--- src/rtl/simd_pkg.sv ---
package simd_pkg;

    localparam int DATA_W  = 16;
    localparam int PM_AW   = 4;
    localparam int PM_DEPTH = 1 << PM_AW;
    localparam int IMM_W   = 8;
    localparam int OP_W    = 3;
    localparam int INSTR_W = 1 + OP_W + 3 * PM_AW + IMM_W;

    typedef logic [DATA_W-1:0] word_t;
    typedef logic [PM_AW-1:0]  pmaddr_t;

    typedef struct packed {
        logic             is_vec;
        logic [OP_W-1:0]  op;
        pmaddr_t          dst;
        pmaddr_t          src_a;
        pmaddr_t          src_b;
        logic [IMM_W-1:0] imm;
    } instr_t;

    typedef enum logic [OP_W-1:0] {
        V_ADD   = 3'd0,
        V_SUB   = 3'd1,
        V_MUL   = 3'd2,
        V_AND   = 3'd3,
        V_OR    = 3'd4,
        V_XOR   = 3'd5,
        V_MOV   = 3'd6,
        V_BCAST = 3'd7
    } vop_e;

    typedef enum logic [OP_W-1:0] {
        S_NOP  = 3'd0,
        S_LDI  = 3'd1,
        S_ADD  = 3'd2,
        S_SUB  = 3'd3,
        S_MASK = 3'd4,
        S_BEQZ = 3'd5,
        S_JMP  = 3'd6,
        S_HALT = 3'd7
    } sop_e;

    typedef enum logic [1:0] {
        ST_IDLE = 2'd0,
        ST_RUN  = 2'd1,
        ST_DONE = 2'd2
    } seq_state_e;

    // Lane arithmetic shared by every processing element.
    function automatic word_t vec_alu(vop_e op, word_t a, word_t b, word_t scal);
        logic [2*DATA_W-1:0] prod;
        word_t               res;
        prod = a * b;
        case (op)
            V_ADD:   res = a + b;
            V_SUB:   res = a - b;
            V_MUL:   res = prod[DATA_W-1:0];
            V_AND:   res = a & b;
            V_OR:    res = a | b;
            V_XOR:   res = a ^ b;
            V_MOV:   res = a;
            default: res = scal;
        endcase
        return res;
    endfunction

    // True for scalar opcodes that redirect or stop the program counter.
    function automatic logic is_flow_op(logic [OP_W-1:0] op);
        return (op == S_BEQZ) || (op == S_JMP) || (op == S_HALT);
    endfunction

endpackage

--- src/rtl/simd_imem.sv ---
module simd_imem
    import simd_pkg::*;
#(
    parameter int DEPTH = 32,
    localparam int AW = $clog2(DEPTH)
) (
    input  logic          clk,
    input  logic          we,
    input  logic [AW-1:0] waddr,
    input  instr_t        wdata,
    input  logic [AW-1:0] raddr,
    output instr_t        rdata
);

    instr_t mem [DEPTH];

    always_ff @(posedge clk) begin
        if (we) begin
            mem[waddr] <= wdata;
        end
    end

    assign rdata = mem[raddr];

endmodule

--- src/rtl/simd_seq.sv ---
module simd_seq
    import simd_pkg::*;
#(
    parameter int NUM_PE   = 4,
    parameter int IM_AW    = 5,
    parameter int NUM_SREG = 4,
    localparam int SRW = $clog2(NUM_SREG)
) (
    input  logic              clk,
    input  logic              rst,
    input  logic              start,
    input  instr_t            instr,
    output logic [IM_AW-1:0]  pc,
    output logic              busy,
    output logic              done,
    output logic              vec_fire,
    output logic [NUM_PE-1:0] mask,
    output word_t             scal
);

    seq_state_e        state_q;
    logic [IM_AW-1:0]  pc_q;
    logic [NUM_PE-1:0] mask_q;
    word_t             sreg_q [NUM_SREG];

    logic [SRW-1:0]   ra_idx, rb_idx, rd_idx;
    word_t            ra_val, rb_val;
    logic [IM_AW-1:0] target;
    logic [IM_AW-1:0] pc_inc;
    logic             running;

    assign ra_idx  = instr.src_a[SRW-1:0];
    assign rb_idx  = instr.src_b[SRW-1:0];
    assign rd_idx  = instr.dst[SRW-1:0];
    assign ra_val  = sreg_q[ra_idx];
    assign rb_val  = sreg_q[rb_idx];
    assign target  = instr.imm[IM_AW-1:0];
    assign pc_inc  = pc_q + 1'b1;
    assign running = (state_q == ST_RUN);

    logic unused_fields;
    assign unused_fields = ^{instr.imm, instr.src_a, instr.src_b, instr.dst};

    always_ff @(posedge clk) begin
        if (rst) begin
            state_q <= ST_IDLE;
            pc_q    <= '0;
            mask_q  <= '1;
            for (int i = 0; i < NUM_SREG; i++) begin
                sreg_q[i] <= '0;
            end
        end else begin
            case (state_q)
                ST_RUN: begin
                    if (instr.is_vec) begin
                        pc_q <= pc_inc;
                    end else begin
                        case (sop_e'(instr.op))
                            S_LDI: begin
                                sreg_q[rd_idx] <= word_t'(instr.imm);
                                pc_q <= pc_inc;
                            end
                            S_ADD: begin
                                sreg_q[rd_idx] <= ra_val + rb_val;
                                pc_q <= pc_inc;
                            end
                            S_SUB: begin
                                sreg_q[rd_idx] <= ra_val - rb_val;
                                pc_q <= pc_inc;
                            end
                            S_MASK: begin
                                mask_q <= ra_val[NUM_PE-1:0];
                                pc_q   <= pc_inc;
                            end
                            S_BEQZ: begin
                                pc_q <= (ra_val == '0) ? target : pc_inc;
                            end
                            S_JMP: begin
                                pc_q <= target;
                            end
                            S_HALT: begin
                                state_q <= ST_DONE;
                            end
                            default: begin
                                pc_q <= pc_inc;
                            end
                        endcase
                    end
                end
                default: begin
                    if (start) begin
                        state_q <= ST_RUN;
                        pc_q    <= '0;
                    end
                end
            endcase
        end
    end

    assign pc       = pc_q;
    assign busy     = running;
    assign done     = (state_q == ST_DONE);
    assign vec_fire = running && instr.is_vec;
    assign mask     = mask_q;
    assign scal     = rb_val;

endmodule

--- src/rtl/simd_pe.sv ---
module simd_pe
    import simd_pkg::*;
(
    input  logic    clk,
    input  logic    vec_en,
    input  instr_t  instr,
    input  word_t   scal,
    input  logic    host_we,
    input  pmaddr_t host_addr,
    input  word_t   host_data,
    input  pmaddr_t rd_addr,
    output word_t   rd_data
);

    word_t mem [PM_DEPTH];
    word_t opa, opb, res;

    assign opa = mem[instr.src_a];
    assign opb = mem[instr.src_b];
    assign res = vec_alu(vop_e'(instr.op), opa, opb, scal);

    logic unused_fields;
    assign unused_fields = ^{instr.is_vec, instr.imm};

    always_ff @(posedge clk) begin
        if (vec_en) begin
            mem[instr.dst] <= res;
        end else if (host_we) begin
            mem[host_addr] <= host_data;
        end
    end

    assign rd_data = mem[rd_addr];

endmodule

--- src/rtl/simd_array_ctrl.sv ---
module simd_array_ctrl
    import simd_pkg::*;
#(
    parameter int NUM_PE   = 4,
    parameter int IM_DEPTH = 32,
    parameter int NUM_SREG = 4,
    localparam int IM_AW = $clog2(IM_DEPTH),
    localparam int PEW   = $clog2(NUM_PE)
) (
    input  logic               clk,
    input  logic               rst,
    input  logic               start,
    input  logic               im_we,
    input  logic [IM_AW-1:0]   im_addr,
    input  logic [INSTR_W-1:0] im_data,
    input  logic               pm_we,
    input  logic [PEW-1:0]     pm_sel,
    input  logic [PM_AW-1:0]   pm_addr,
    input  logic [DATA_W-1:0]  pm_data,
    input  logic [PEW-1:0]     rd_sel,
    input  logic [PM_AW-1:0]   rd_addr,
    output logic [DATA_W-1:0]  rd_data,
    output logic               busy,
    output logic               done,
    output logic [IM_AW-1:0]   pc
);

    instr_t            instr;
    logic              vec_fire;
    logic [NUM_PE-1:0] mask_q;
    word_t             scal;
    logic              load_ok;
    word_t             pe_rd [NUM_PE];

    assign load_ok = !busy;

    simd_imem #(.DEPTH(IM_DEPTH)) u_imem (
        .clk   (clk),
        .we    (im_we && load_ok),
        .waddr (im_addr),
        .wdata (instr_t'(im_data)),
        .raddr (pc),
        .rdata (instr)
    );

    simd_seq #(
        .NUM_PE   (NUM_PE),
        .IM_AW    (IM_AW),
        .NUM_SREG (NUM_SREG)
    ) u_seq (
        .clk      (clk),
        .rst      (rst),
        .start    (start),
        .instr    (instr),
        .pc       (pc),
        .busy     (busy),
        .done     (done),
        .vec_fire (vec_fire),
        .mask     (mask_q),
        .scal     (scal)
    );

    for (genvar g = 0; g < NUM_PE; g++) begin : g_pe
        simd_pe u_pe (
            .clk       (clk),
            .vec_en    (vec_fire && mask_q[g]),
            .instr     (instr),
            .scal      (scal),
            .host_we   (pm_we && load_ok && (pm_sel == PEW'(g))),
            .host_addr (pm_addr),
            .host_data (pm_data),
            .rd_addr   (rd_addr),
            .rd_data   (pe_rd[g])
        );
    end

    assign rd_data = pe_rd[rd_sel];

endmodule

--- config.mk ---
export PLATFORM = sky130hd
export DESIGN_NAME = simd_array_ctrl
export DESIGN_NICKNAME = d
export VERILOG_FILES = /design/src/rtl/simd_pkg.sv /design/src/rtl/simd_imem.sv /design/src/rtl/simd_seq.sv /design/src/rtl/simd_pe.sv /design/src/rtl/simd_array_ctrl.sv
export SDC_FILE = /design/constraint.sdc
export NUM_CORES = 2
export LEC_CHECK = 0
export BUFFER_PORTS_ARGS = -buffer_cell sky130_fd_sc_hd__buf_2
export CORE_MARGIN = 10
export CORE_UTILIZATION = 45
export DETAILED_ROUTE_END_ITERATION = 8
export MAX_ROUTING_LAYER = met4
export SLEW_MARGIN = 20
export SYNTH_ARGS = -nofsm -noshare
export SYNTH_HDL_FRONTEND = slang
export SYNTH_HIERARCHICAL = 1
export SYNTH_SLANG_ARGS = --single-unit
--- constraint.sdc ---
create_clock -name clk -period 12 [get_ports clk]
set_input_delay 1.2 -clock clk [delete_from_list [all_inputs] [get_ports clk]]
set_output_delay 1.2 -clock clk [all_outputs]
set_load 0.1 [all_outputs]
After elaboration in Yosys (flattened, before gate mapping)
Memory sizes are Yosys's and may differ from the RTL's. A register that Yosys moved wholly into a read port is not among the register bits.
Cells that the tools add are included.
{"block": "word_totals", "in_bits": 62, "regBits": 11, "elab_cells": 154, "ram_bits": 1856, "out_inout_bits": 23, "n_memories": 6}
{"memory": "u_imem.mem", "words": 32, "width": 24, "rd": 1, "rd_ports_with_merged_regs": 1, "wr": 1, "line": "simd_imem.sv:15", "text": "instr_t mem [DEPTH];"}
{"memory": "g_pe[0].u_pe.mem", "words": 16, "width": 16, "rd": 3, "rd_ports_with_merged_regs": 0, "wr": 1, "line": "simd_pe.sv:15", "text": "word_t mem [PM_DEPTH];"}
{"memory": "g_pe[1].u_pe.mem", "words": 16, "width": 16, "rd": 3, "rd_ports_with_merged_regs": 0, "wr": 1, "line": "simd_pe.sv:15"}
{"memory": "g_pe[2].u_pe.mem", "words": 16, "width": 16, "rd": 3, "rd_ports_with_merged_regs": 0, "wr": 1, "line": "simd_pe.sv:15"}
{"memory": "g_pe[3].u_pe.mem", "words": 16, "width": 16, "rd": 3, "rd_ports_with_merged_regs": 0, "wr": 1, "line": "simd_pe.sv:15"}
{"memory": "u_seq.sreg_q", "words": 4, "width": 16, "rd": 2, "rd_ports_with_merged_regs": 0, "wr": 4, "line": "simd_seq.sv:24", "text": "word_t sreg_q [NUM_SREG];"}
{"block": "op_classes", "n_reduce_logical": 24, "add_sub_neg": 11, "magnitude_cmp": 1, "mux": 74, "n_eq_ne": 15, "n_mul": 4, "n_bitwise": 16}
{"cell": "case mux 16 bit (7 select lines)", "count": 4}
{"cell": "2-to-1 mux 16 bit", "count": 9}
{"cell": "adder 16 bit", "count": 5}
{"cell": "OR reduction 16 bit", "count": 5}
{"cell": "subtractor 16 bit", "count": 5}
{"cell": "AND 16 bit", "count": 4}
{"cell": "multiplier 16 x 16 -> 16 bit", "count": 4}
{"cell": "OR 16 bit", "count": 4}
{"cell": "XOR 16 bit", "count": 4}
{"cell": "2-to-1 mux 1 bit", "count": 44}
{"cell": "binary-select mux 16 bit (select 2 bit)", "count": 1}
{"cell": "2-to-1 mux 5 bit", "count": 6}
{"cell": "zero test 16 bit", "count": 1}
{"cell": "2-to-1 mux 4 bit", "count": 4}
{"cell": "case mux 5 bit (3 select lines)", "count": 1}
{"cell": "== test 3 bit, second input constant", "count": 4}
{"cell": "logical AND 1 bit", "count": 11}
{"cell": "2-to-1 mux 2 bit", "count": 5}
{"cell": "== test 2 bit, second input constant", "count": 3}
{"cell": "== test 3 x 2 -> 1 bit, second input constant", "count": 2}
{"cell": "AND reduction 3 bit", "count": 2}
{"cell": "adder 5 x 1 -> 5 bit, second input constant", "count": 1}
{"cell": "== test 2 x 1 -> 1 bit, second input constant", "count": 2}
{"cell": "== test 3 x 1 -> 1 bit, second input constant", "count": 1}
{"cell": "other kinds (12)", "count": 13}

Logic depth before layout (Yosys ltp)
{"block": "depth", "ltp_word": 10, "depth_mapped": 41, "mapped_depth_nobuf": 33}

Modules after synthesis
The synthesis kept the hierarchy.
{"mod": "simd_pe (g_pe[1].u_pe ...)", "n_inst": 3, "area_per_inst_um2": 19859.0, "cells_per_inst": 1481, "seq_area_each_um2": 7687.4}
{"mod": "simd_imem", "n_inst": 1, "area_per_inst_um2": 30002.5, "cells_per_inst": 1687, "seq_area_each_um2": 23062.1}
{"mod": "simd_pe (g_pe[0].u_pe)", "n_inst": 1, "area_per_inst_um2": 19990.4, "cells_per_inst": 1459, "seq_area_each_um2": 7687.4}
{"mod": "simd_seq", "n_inst": 1, "area_per_inst_um2": 5494.0, "cells_per_inst": 520, "seq_area_each_um2": 2142.1}
{"mod": "simd_array_ctrl", "n_inst": 1, "area_per_inst_um2": 494.2, "cells_per_inst": 29, "seq_area_each_um2": 0.0}

Worst setup path after synthesis
No wires, ideal clock.
{"block": "synth_timing", "path_type": "register to register", "start": "reg u_seq/pc[0] (netlist name)", "end": "mem g_pe[1].u_pe/mem[0][15] in the netlist's numbering, data pin", "t_arrival_ns": 9.752, "n_path_buf": 10, "path_stages_with_launch": 38, "period_less_slack_ns": 10.079, "required_ns": 11.673, "slack_ns": 1.921, "setup_ns": 0.327, "path_cell_list": "dfxtp_1 -> buf_4 -> buf_6 -> buf_6 -> buf_6 -> mux2i_1 -> a21oi_1 -> nand3_1 -> nand3_1 -> buf_6 -> buf_6 -> buf_8 -> buf_8 -> buf_4 -> mux4_2 -> mux2_2 -> a21oi_1 -> clkbuf_1 -> [2 not listed] -> fa_1 -> fa_1 -> inv_1 -> fa_1 -> fa_1 -> inv_1 -> fa_1 -> fa_1 -> xor2_1 -> xnor2_1 -> xnor2_1 -> xnor2_1 -> xnor2_1 -> xnor3_1 -> xnor3_1 -> xnor2_1 -> a221oi_2 -> nor3_1"}
{"element": "end, declared", "line": "simd_pe.sv:15"}

==> results <==
- The flow ran to the end, and the final reports show no timing, DRC or antenna violations.
- Measured against its own limit, the worst slew margin works out to 20.28%.
- The end of the worst register-to-register path is g_pe[2].u_pe/mem[8][15].
- The cell seen most often among critical-path stages is sky130_fd_sc_hd__fa_1.
- After synthesis, the netlist uses between 100 and 150 different library cells.
- The average cell area after synthesis is 14.20 sq um.
- The worst setup slack for register-to-register paths is 0.95 ns.
- The number of synthesized register bits is between 1500 and 2000.
- At the end of routability-driven placement, the weighted congestion stood at approximately 0.97.
- The depth of the CTS H-tree is 4.
- The class of the most critical setup path is flip-flop to flip-flop.
- For this run, the number of Yosys warnings is 6.
- The worst-case clock buffer depth is 3.
- After floorplanning, the core was sized to cover around 0.25 sq mm.
- After Yosys synthesis, and, or, nand and nor cells account for slightly above 6% of the synthesized area.
- The number of gates resized after CTS was 0.
- The layout net count is 9022.
- In the final routed layout, each cell accounts on average for between 30 and 40 um.
- The number of global-route vias before repair is 75940.
- At the worst endpoint, the required time is 12.60 ns.
- The worst path in the final design needs a cycle of about 11 ns, including I/O delays and setup.
- The worst hold path belongs to the class flip-flop to flip-flop.
- In this run the vertical extent of the chip is roughly 530 um.
- In the post-synthesis netlist, the cell with the most instances is sky130_fd_sc_hd__edfxtp_1.
- Of the available clock period, the critical path in the final layout requires around 92%.
- Along the worst path, the maximum fanout reaches 63.
- The setup-violating endpoint count in the final report is 0.
- The cell chosen for the clock root is sky130_fd_sc_hd__clkbuf_16.
- The signed area change from the synthesized netlist to the final layout is 10.36%.
- After Yosys synthesis, XOR and XNOR cells account for just over 2% of the synthesized area.
- The share of async-settable or async-resettable flops after synthesis is 0%.
- The count of input and output buffers is 84.
- Once the clock tree was built, the setup fixing pass inserted 0 buffers.
- The number of slew-limit violations in the final report is 0.
- For this run, the leading register cell type out of synthesis is sky130_fd_sc_hd__edfxtp_1.
- TritonCTS built the clock tree.
- The number of hold violations in the final report is 0.
- The fraction of layout cells with a size suffix above 1 is a little over a fifth.
- In the routed design, unresolved DRC markers number 0.
- The arrival time at the worst endpoint is between 10 and 15 ns.
- After clock tree synthesis, the clock-pin slew on the worst setup and hold paths is 0.06 ns.
- The transition at the pin with the smallest max-transition slack is 1.179 ns.
- The post-synthesis cell count is slightly above 8000.
- After clock tree synthesis, the flow added hold-fix buffers numbering 0.
- The final worst hold slack is about 0.47 ns.
- The category of the worst setup path capture point is a flip-flop.
- The initial cell density of the core is 45.34%.
- The portion of the post-synthesis area used by sequential elements is approximately 48%.
- The number of placed I/O pins is between 80 and 90.
- Entering global routing, the biggest net connects about 130 pins.
- The post-detailed-routing wire length is 377.3 mm.
- The total clock buffers created by CTS is slightly below 200.
- In this run, the number of DRC markers left after iteration 0 of detailed routing was 9094.
- The number of clock sinks is around 1900.
- Global routing used between 20% and 30% of the available tracks across all layers.
- Summed over all layers, the global routing overflow is 0.
- The pre-antenna-repair detailed-routing pass consisted of 9 iterations.
- Measured in cells, the most critical reg-to-reg path has a length of 34.
- The count of flip-flops with a built-in enable after synthesis is ~1900.
- The synthesized netlist devotes under 10% of its cell area to compound gates.
- Setup repair after global routing left no endpoint under its margin.
- Row generation in the floorplan step produced 185 rows.
- The fill cell total of the finished layout is approximately 21000.
- At the later pin of the worst-skew pair, clock insertion delay measures roughly 0.92 ns.
- The mux share of post-synthesis cell area is 22.35%.
- The horizontal extent of the die is ~530 um.
- The hold-critical path depth is 2.
- The start point of the worst min-delay path is u_seq/mask[1].
- After synthesis, the cell types taking the most area are sky130_fd_sc_hd__edfxtp_1 (48%), sky130_fd_sc_hd__mux4_2 (18%), sky130_fd_sc_hd__fa_1 (5.6%), sky130_fd_sc_hd__ha_1 (4.5%), sky130_fd_sc_hd__mux2i_1 (4.4%).
- The dominant combinational cell family by area after synthesis is multiplexers.
- The post-route clock skew is around 0.14 ns.
- The commonest cells after synthesis are sky130_fd_sc_hd__edfxtp_1 (1856), sky130_fd_sc_hd__mux4_2 (901), sky130_fd_sc_hd__inv_1 (657).
- The worst register-to-register path begins at u_seq/pc[2].
- The path with the worst hold slack has its endpoint at u_seq/mask[1].
- The arithmetic-cell share of the synthesized area counting full adders, half adders and majority gates is approximately a tenth.
- The global-route wire length before repair is 544.0 mm.
- The routed layout has roughly 76000 vias.
- Dividing the detail-routed via count by the number of cells gives roughly 6.4.
- The initial antenna violation count came to 43.
- The largest total area in the synthesized netlist belongs to sky130_fd_sc_hd__edfxtp_1.
- The post-synth net total is between 8000 and 9000.
- Derived from the worst setup path, the maximum achievable clock frequency is 90.49 MHz.
- The area share of the largest cell type after synthesis is 48.23%.
- The area of the die is between 0.2 and 0.3 sq mm.
- Summed over all nets, the half-perimeter wirelength after detailed placement is between 200 and 300 mm.
- Once detail routing completed, the nets flagged for antenna violations numbered 0.
- Among all stages on the critical path, the largest delay is contributed by sky130_fd_sc_hd__dfxtp_1.
- The worst setup path is launched from a flip-flop.
- Summing every instance area after synthesis gives ~0.12 sq mm.
- The reported max-cap violation count is 0.
- In the final timing run, aggregate negative setup slack is 0 ns.
- The largest single stage delay on the critical path is about 0.65 ns.
## worst max path at each step
stage | cells past startpoint | to | start
floorplan | 37 | g_pe[1].u_pe/mem[0][15] | u_seq/pc[0]
global placement | 34 | g_pe[2].u_pe/mem[14][15] | u_seq/pc[2]
detailed placement | 29 | g_pe[0].u_pe/mem[0][15] | u_seq/pc[2]
CTS | 33 | g_pe[0].u_pe/mem[7][14] | u_seq/pc[0]
global route | 29 | g_pe[0].u_pe/mem[10][15] | u_seq/pc[2]
finish | 34 | g_pe[2].u_pe/mem[8][15] | u_seq/pc[2]
## worst max-delay path: cells and delay by family, from the launching register on
kind,cells,cell delay (ns)
xor gates and xnor gates,8,1.81
buffers and inverters,9,2.04
AOI/OAI and AO/OA,5,1.61
adders and majority gates,6,2.59
muxes,1,0.21
and+or+nand+nor,5,1.57
DFF,1,0.65
## flip-flops by register name, summed over array words and instances (netlist names)
| register | flops |
|---|---|
| g_pe.u_pe/mem | 1024 |
| u_seq/pc | 5 |
| u_imem/mem | 768 |
| u_seq/sreg_q | 64 |
| u_seq/state_q | 2 |
| u_seq/mask | 4 |
## through the flow
stage / util (%) / setup WS (ns) / std cells / instance area (sq um)
floorplan: - / 1.921 / 8138 / 115600
global placement: 47.30 / 1.106 / 11370 / 120600
detailed placement: 47.39 / 1.061 / 11380 / 120800
CTS: 49.96 / 0.9904 / 11750 / 127300
global route: 50.02 / 0.4714 / 11780 / 127500
finish: 50.04 / 0.9495 / 11800 / 127500
## kinds of logic after synthesis
family / count (synthesis)
DFF: 1867
and+or+nand+nor: 1608
muxes: 1430
buffers and inverters: 1172
AOI/OAI and AO/OA: 1072
adders and majority gates: 745
xor gates and xnor gates: 244
## layout by cell type, fill, tap and decap left out, types with 23 or more instances in the layout
master | netlist | layout
sky130_fd_sc_hd__edfxtp_1 | 1856 | 1856
sky130_fd_sc_hd__mux4_2 | 901 | 901
sky130_fd_sc_hd__inv_1 | 657 | 657
sky130_fd_sc_hd__nand2_1 | 583 | 583
sky130_fd_sc_hd__nor2_1 | 619 | 522
sky130_fd_sc_hd__mux2i_1 | 503 | 503
sky130_fd_sc_hd__ha_1 | 419 | 419
sky130_fd_sc_hd__fa_1 | 326 | 326
sky130_fd_sc_hd__a21oi_1 | 255 | 249
sky130_fd_sc_hd__buf_4 | 30 | 240
sky130_fd_sc_hd__clkbuf_16 | 0 | 200
sky130_fd_sc_hd__xnor2_1 | 196 | 196
sky130_fd_sc_hd__o21ai_0 | 204 | 180
sky130_fd_sc_hd__a22oi_1 | 104 | 104
sky130_fd_sc_hd__nor3_1 | 87 | 85
sky130_fd_sc_hd__nand3_1 | 96 | 85
sky130_fd_sc_hd__a31oi_1 | 83 | 83
sky130_fd_sc_hd__buf_2 | 89 | 80
sky130_fd_sc_hd__nor2_4 | 0 | 70
sky130_fd_sc_hd__a22o_1 | 61 | 61
sky130_fd_sc_hd__a221oi_1 | 59 | 59
sky130_fd_sc_hd__clkbuf_1 | 206 | 52
sky130_fd_sc_hd__clkinv_1 | 13 | 50
sky130_fd_sc_hd__diode_2 | 0 | 49
sky130_fd_sc_hd__o221ai_1 | 45 | 45
sky130_fd_sc_hd__nor2b_1 | 50 | 43
sky130_fd_sc_hd__clkinv_2 | 0 | 32
sky130_fd_sc_hd__nor2_2 | 4 | 31
sky130_fd_sc_hd__nand2b_1 | 30 | 30
sky130_fd_sc_hd__buf_12 | 2 | 29
sky130_fd_sc_hd__xor2_1 | 27 | 27
sky130_fd_sc_hd__o21ai_2 | 18 | 27
sky130_fd_sc_hd__or3_1 | 26 | 26
sky130_fd_sc_hd__o21ai_1 | 10 | 25
sky130_fd_sc_hd__a21o_1 | 23 | 23
## layout make-up
cell class	instances	area [sq um]	area share [%]
diodes	49	122.6	0.09615
clock buffers	252	5200	4.078
clock inverters	116	1346	1.056
inverters	693	2609	2.046
multi-input cells	5099	55180	43.27
flip-flops and latches	1867	55960	43.88
well taps	3366	4212	3.303
repair buffers	355	2894	2.269
## layer usage
metal / track usage (%) / routed length, um / vias up
met3: 5.475 / 35570 / 888
met4: 11.04 / 17340 / 0
li1: - / - / 31430
met1: 35.82 / 148400 / 39450
met2: 42.13 / 176000 / 4099
met5: - / 0 / -
Power is not shown: default switching activity piles up to over one toggle a cycle in this logic, so the estimate is an artifact.
